<file path="src/rtl/ldst_req_pkg.sv">
package ldst_req_pkg;

  typedef enum logic [2:0] {
    ST_IDLE,
    ST_ADDR,
    ST_LDWAIT,
    ST_WDATA,
    ST_DRAIN,
    ST_DONE
  } req_state_e;

  typedef enum logic [1:0] {
    RES_LOAD,
    RES_STORE,
    RES_EXC
  } res_kind_e;

endpackage

</file>
<file path="src/rtl/ldst_req_cmd_reg.sv">
module ldst_req_cmd_reg #(
  parameter int ADDR_W = 48,
  parameter int DATA_W = 64
) (
  input  logic              clk_i,
  input  logic              rst_ni,
  input  logic              load_i,
  input  logic              store_i,
  input  logic [ADDR_W-1:0] addr_i,
  input  logic [DATA_W-1:0] wdata_i,
  output logic              store_o,
  output logic [ADDR_W-1:0] addr_o,
  output logic [DATA_W-1:0] wdata_o
);

  always_ff @(posedge clk_i or negedge rst_ni) begin
    if (!rst_ni) begin
      store_o <= 1'b0;
      addr_o  <= '0;
      wdata_o <= '0;
    end else if (load_i) begin
      store_o <= store_i;
      addr_o  <= addr_i;
      wdata_o <= wdata_i;
    end
  end

endmodule

</file>
<file path="src/rtl/ldst_req_fsm.sv">
module ldst_req_fsm
  import ldst_req_pkg::*;
(
  input  logic clk_i,
  input  logic rst_ni,
  input  logic kill_i,
  input  logic cmd_valid_i,
  input  logic store_i,
  input  logic busy_i,
  input  logic ack_i,
  input  logic exc_i,
  input  logic rvalid_i,
  output logic cmd_ready_o,
  output logic accept_o,
  output logic active_o,
  output logic wvalid_o,
  output logic capture_o,
  output logic res_valid_o,
  output logic res_store_o,
  output logic res_exc_o
);

  req_state_e state_q, state_d;
  res_kind_e  kind_q, kind_d;

  always_comb begin
    state_d = state_q;
    kind_d  = kind_q;
    if (kill_i) begin
      state_d = ST_IDLE;
    end else begin
      unique case (state_q)
        ST_IDLE:   if (cmd_valid_i) state_d = ST_ADDR;
        ST_ADDR: begin
          if (exc_i) begin
            state_d = ST_DONE;
            kind_d  = RES_EXC;
          end else if (ack_i) begin
            state_d = store_i ? ST_WDATA : ST_LDWAIT;
          end
        end
        ST_LDWAIT: begin
          // busy drops with rvalid, so the port is already free
          if (rvalid_i) begin
            state_d = ST_DONE;
            kind_d  = RES_LOAD;
          end
        end
        ST_WDATA:  state_d = ST_DRAIN;
        ST_DRAIN: begin
          if (!busy_i) begin
            state_d = ST_DONE;
            kind_d  = RES_STORE;
          end
        end
        ST_DONE:   state_d = ST_IDLE;
        default:   state_d = ST_IDLE;
      endcase
    end
  end

  always_ff @(posedge clk_i or negedge rst_ni) begin
    if (!rst_ni) begin
      state_q <= ST_IDLE;
      kind_q  <= RES_LOAD;
    end else begin
      state_q <= state_d;
      kind_q  <= kind_d;
    end
  end

  assign cmd_ready_o = (state_q == ST_IDLE) && !kill_i;
  assign accept_o    = cmd_ready_o && cmd_valid_i;
  assign active_o    = (state_q == ST_ADDR) || (state_q == ST_LDWAIT) ||
                       (state_q == ST_WDATA) || (state_q == ST_DRAIN);
  assign wvalid_o    = (state_q == ST_WDATA);
  assign capture_o   = (state_q == ST_LDWAIT) && rvalid_i && !kill_i;
  assign res_valid_o = (state_q == ST_DONE);
  assign res_store_o = res_valid_o && (kind_q == RES_STORE);
  assign res_exc_o   = res_valid_o && (kind_q == RES_EXC);

endmodule

</file>
<file path="src/rtl/ldst_req_result.sv">
module ldst_req_result #(
  parameter int DATA_W = 64
) (
  input  logic              clk_i,
  input  logic              rst_ni,
  input  logic              capture_i,
  input  logic [DATA_W-1:0] rdata_i,
  output logic [DATA_W-1:0] rdata_o
);

  always_ff @(posedge clk_i or negedge rst_ni) begin
    if (!rst_ni)        rdata_o <= '0;
    else if (capture_i) rdata_o <= rdata_i;
  end

endmodule

</file>
<file path="src/rtl/ldst_requester.sv">
module ldst_requester #(
  parameter int ADDR_W = 48,
  parameter int DATA_W = 64
) (
  input  logic              clk_i,
  input  logic              rst_ni,
  input  logic              kill_i,
  input  logic              cmd_valid_i,
  output logic              cmd_ready_o,
  input  logic              cmd_store_i,
  input  logic [ADDR_W-1:0] cmd_addr_i,
  input  logic [DATA_W-1:0] cmd_wdata_i,
  output logic              res_valid_o,
  output logic              res_store_o,
  output logic              res_exc_o,
  output logic [DATA_W-1:0] res_rdata_o,
  output logic              port_ld_o,
  output logic              port_st_o,
  output logic              port_addr_valid_o,
  output logic [ADDR_W-1:0] port_addr_o,
  output logic [DATA_W-1:0] port_wdata_o,
  output logic              port_wvalid_o,
  input  logic              port_busy_i,
  input  logic              port_addr_ack_i,
  input  logic              port_addr_exc_i,
  input  logic              port_rvalid_i,
  input  logic [DATA_W-1:0] port_rdata_i
);

  logic              accept;
  logic              active;
  logic              wvalid;
  logic              capture;
  logic              store_q;
  logic [ADDR_W-1:0] addr_q;
  logic [DATA_W-1:0] wdata_q;

  ldst_req_cmd_reg #(.ADDR_W(ADDR_W), .DATA_W(DATA_W)) u_cmd (
    .clk_i   (clk_i),
    .rst_ni  (rst_ni),
    .load_i  (accept),
    .store_i (cmd_store_i),
    .addr_i  (cmd_addr_i),
    .wdata_i (cmd_wdata_i),
    .store_o (store_q),
    .addr_o  (addr_q),
    .wdata_o (wdata_q)
  );

  ldst_req_fsm u_fsm (
    .clk_i       (clk_i),
    .rst_ni      (rst_ni),
    .kill_i      (kill_i),
    .cmd_valid_i (cmd_valid_i),
    .store_i     (store_q),
    .busy_i      (port_busy_i),
    .ack_i       (port_addr_ack_i),
    .exc_i       (port_addr_exc_i),
    .rvalid_i    (port_rvalid_i),
    .cmd_ready_o (cmd_ready_o),
    .accept_o    (accept),
    .active_o    (active),
    .wvalid_o    (wvalid),
    .capture_o   (capture),
    .res_valid_o (res_valid_o),
    .res_store_o (res_store_o),
    .res_exc_o   (res_exc_o)
  );

  ldst_req_result #(.DATA_W(DATA_W)) u_res (
    .clk_i     (clk_i),
    .rst_ni    (rst_ni),
    .capture_i (capture),
    .rdata_i   (port_rdata_i),
    .rdata_o   (res_rdata_o)
  );

  assign port_ld_o         = active && !store_q;
  assign port_st_o         = active && store_q;
  assign port_addr_valid_o = active;
  assign port_addr_o       = active ? addr_q : '0;
  assign port_wvalid_o     = wvalid;
  assign port_wdata_o      = wvalid ? wdata_q : '0;

endmodule

</file>
<file path="config.mk">
export PLATFORM = sky130hd
export DESIGN_NAME = ldst_requester
export DESIGN_NICKNAME = d
export VERILOG_FILES = /design/src/rtl/ldst_req_pkg.sv /design/src/rtl/ldst_req_cmd_reg.sv /design/src/rtl/ldst_req_fsm.sv /design/src/rtl/ldst_req_result.sv /design/src/rtl/ldst_requester.sv
export SDC_FILE = /design/constraint.sdc
export NUM_CORES = 1
export LEC_CHECK = 0
export BUFFER_PORTS_ARGS = -buffer_cell sky130_fd_sc_hd__buf_2
export CELL_PAD_IN_SITES_DETAIL_PLACEMENT = 0
export CELL_PAD_IN_SITES_GLOBAL_PLACEMENT = 2
export CORE_ASPECT_RATIO = 0.6
export CORE_UTILIZATION = 28
export DETAILED_ROUTE_END_ITERATION = 8
export PLACE_DENSITY_LB_ADDON = 0.2
export SETUP_SLACK_MARGIN = 0.02
export SYNTH_ARGS = -nofsm -noshare
export SYNTH_HDL_FRONTEND = slang
export SYNTH_HIERARCHICAL = 1
export SYNTH_SLANG_ARGS = --single-unit
</file>
<file path="constraint.sdc">
create_clock -name clk_i -period 1.7 [get_ports clk_i]
set_clock_uncertainty 0.05 [all_clocks]
set_input_delay 0.34 -clock clk_i [delete_from_list [all_inputs] [get_ports clk_i]]
set_output_delay 0.34 -clock clk_i [all_outputs]
set_load 0.05 [all_outputs]
</file>
==> metrics <==
maxcap violations 0; top-area cell type share of the netlist area 54.3%; synth unique cells 32; NumNets Final 1164; RSZ-0062 raised after global routing yes; WP data arrival 1790 ps; Die H 136 um; drt pass-1 iters 4; WP data required 1310 ps; fin. max-slew vios 0; total core area 0.0291 mm2; drt via density 4.18; Startpoint Class register; Seq/Total Area, Yosys 54.3%; Worst-path clk slew 70 ps; post-DP HPWL 17300 um; Syn Nets 733; Global Route Usage Sum 16.1%; Remaining Overflow, GRT 0; share of the clock period used by the worst path 128%; Slew HR 70.0%; vias 5823; area grow syn2layout 65.0%; CP Class reg2out; Final Hold Viols 0; clk buf depth 2; drt total wl 25600 um; CTS tree done; Root Driver clkbuf_16; Initial Util 28.8%; vias in the first global route 6124; largest net degree at the start of global routing 43; routability cong. 0.792; syn_area_per_cell 15.3 um2; worst-path maximum fanout 9; total chip power 23.3 mW; cells after synthesis 548; register bit count reported by yosys 182; Port Buffer Count 368; Final min period 2180 ps; worst slew pin tran 444 ps; initial antenna violation count 3; power per cell area 1680 mW/mm2; Leak Pwr 6.74 nW; first-pass GRT wire length 36700 um; latest clock arrival within the worst-skew pair 440 ps; FP Rows 48; failing checks setup timing; Worst Setup End Kind primary output; drt drc 0; VDD IR max 698 uV; ANT nets after route 0; die area 0.0307 mm2; clk sink count 182; Iter 0 DRT Violations 198; layout cells sized above 1 78.1%; Tightest Hold Check Type in2reg; Yosys Warn Count 6; final setup vio count 295; # H-tree levels 4; Design Area, Final 0.0138 mm2; post-synthesis instance area 0.00839 mm2; area of placed instances 0.0115 mm2; die width 226 um; outcome finished with violations; Max Clock Freq 458 MHz; setup_tns -96900 ps; largest cells by area after synthesis dfrtp_1 (54%), mux2_4 (23%), mux2_2 (6.3%), and2_2 (5.7%), and2_1 (3.7%); Top Ports 369; Wirelength per Cell 18.4 um; leading area contributor after synthesis dfrtp_1; Final Worst Setup Slack -484 ps; cts bufs inserted 17
worst max-delay path, cell delays in order (launching register included):
cell and delay [ps]:
dfrtp_2 450, nor2_4 170, xnor2_4 130, buf_12 150
clkbuf_16 160, and2_4 140, buf_8 140
cell usage in the layout, fill, tap and decap left out, drive strengths merged, types with 4 or more instances in the layout:
cell / n
a21oi: 4
clkinv: 4
mux2: 177
dfrtp: 182
inv: 5
buf: 433
clkinvlp: 4
clkbuf: 33
o21ai: 5
nor2: 5
and2: 114
metrics by stage:
stage | worst slack [ps] | hold slack, ps | util, % | cells
2_1_floorplan | -500 | -5.59 | - | 548
3_3_place_gp | -161 | 256 | 39.5 | 1325
3_5_place_dp | -202 | 264 | 39.5 | 1325
6_report | -484 | 71.1 | 47.5 | 1393
4_1_cts | -535 | 40.3 | 45.4 | 1370
5_1_grt | -580 | 38.8 | 47.5 | 1393
final cells by class:
class,count,area [um2]
Antenna cell,1,2.50
Clock buffer,21,440
Clock inverter,11,98.8
Fill cell,2638,15300
Inverter,3,15.0
Multi-Input combinational cell,329,3820
Sequential cell,182,4560
Tap cell,400,500
Timing Repair Buffer,446,4410
metal layers:
layer,part of all wire [%],vias up,GRT usage [%]
met3,7.7,18,7.24
met5,0.11,-,0
met1,47,2909,21.4
met2,44,166,23.6
li1,-,2726,-
met4,0.74,4,3.97
state kept, by name, indices dropped and copies added (netlist names):
signal / count
u_cmd/wdata_o: 64
u_res/rdata_o: 64
u_cmd/addr_o: 48
u_fsm/state_q: 3
u_fsm/kind_q: 2
u_cmd/store_o: 1
logic make-up (layout without fill, tap and decap cells):
| family | Yosys count | count (layout) | synth area share, % |
|---|---|---|---|
| DFF | 182 | 182 | 54.3 |
| buffers and inverters | 37 | 481 | 4.04 |
| other | 0 | 1 | 0 |
| muxes | 177 | 177 | 29.6 |
| and+or+nand+nor | 138 | 138 | 11.1 |
| AOI/OAI and AO/OA | 13 | 13 | 0.894 |
| xor gates and xnor gates | 1 | 1 | 0.104 |
power by group:
group	switching (mW)	total, mW	leakage (nW)	internal, mW
combinational	6.23	12.3	4.24	6.02
clock	1.76	3.78	0.258	2.02
sequential	1.05	7.22	2.25	6.17
total	9.04	23.3	6.74	14.2
timing repair:
action,4_1_cts,5_1_grt
endpoints found under the setup margin,296,297
resized for setup,294,69
endpoints found under the hold margin,32,0
gates cloned,3,15
setup buffers,9,12
pin swaps,3,8
hold buffers,1,0
synthesized netlist by cell type:
library cell,count
dfrtp_1,182
mux2_4,130
and2_2,64
and2_1,50
mux2_2,47
buf_2,10
buf_6,9
buf_12,6
clkbuf_2,6
nor2_1,5
a21oi_1,4
o21ai_0,4
inv_1,3
nand2_1,3
nand3b_1,3
nor4_1,3
nand3_1,2
nor4b_1,2
or3b_1,2
a211oi_1,1
a21boi_1,1
and3_1,1
buf_4,1
buf_8,1
clkbuf_1,1
nand4b_1,1
nor2b_1,1
nor3_1,1
o21a_1,1
o21ai_1,1
o31ai_1,1
xnor2_1,1
worst paths after layout:
path	startpoint	endpoint	slack (ps)	cells past startpoint
setup / recovery	u_fsm/state_q[1]	port_addr_o[4]	-480	6
hold / removal	port_rdata_i[18]	u_res/rdata_o[18]	70	2
setup reg to reg	u_fsm/state_q[0]	u_cmd/addr_o[18]	-430	9
hold reg to reg	u_res/rdata_o[51]	u_res/rdata_o[51]	450	1
max in group asynchronous	rst_ni	u_cmd/addr_o[7]	690	3
min in group asynchronous	rst_ni	u_res/rdata_o[15]	350	2
(Power assumes the default switching activity.)
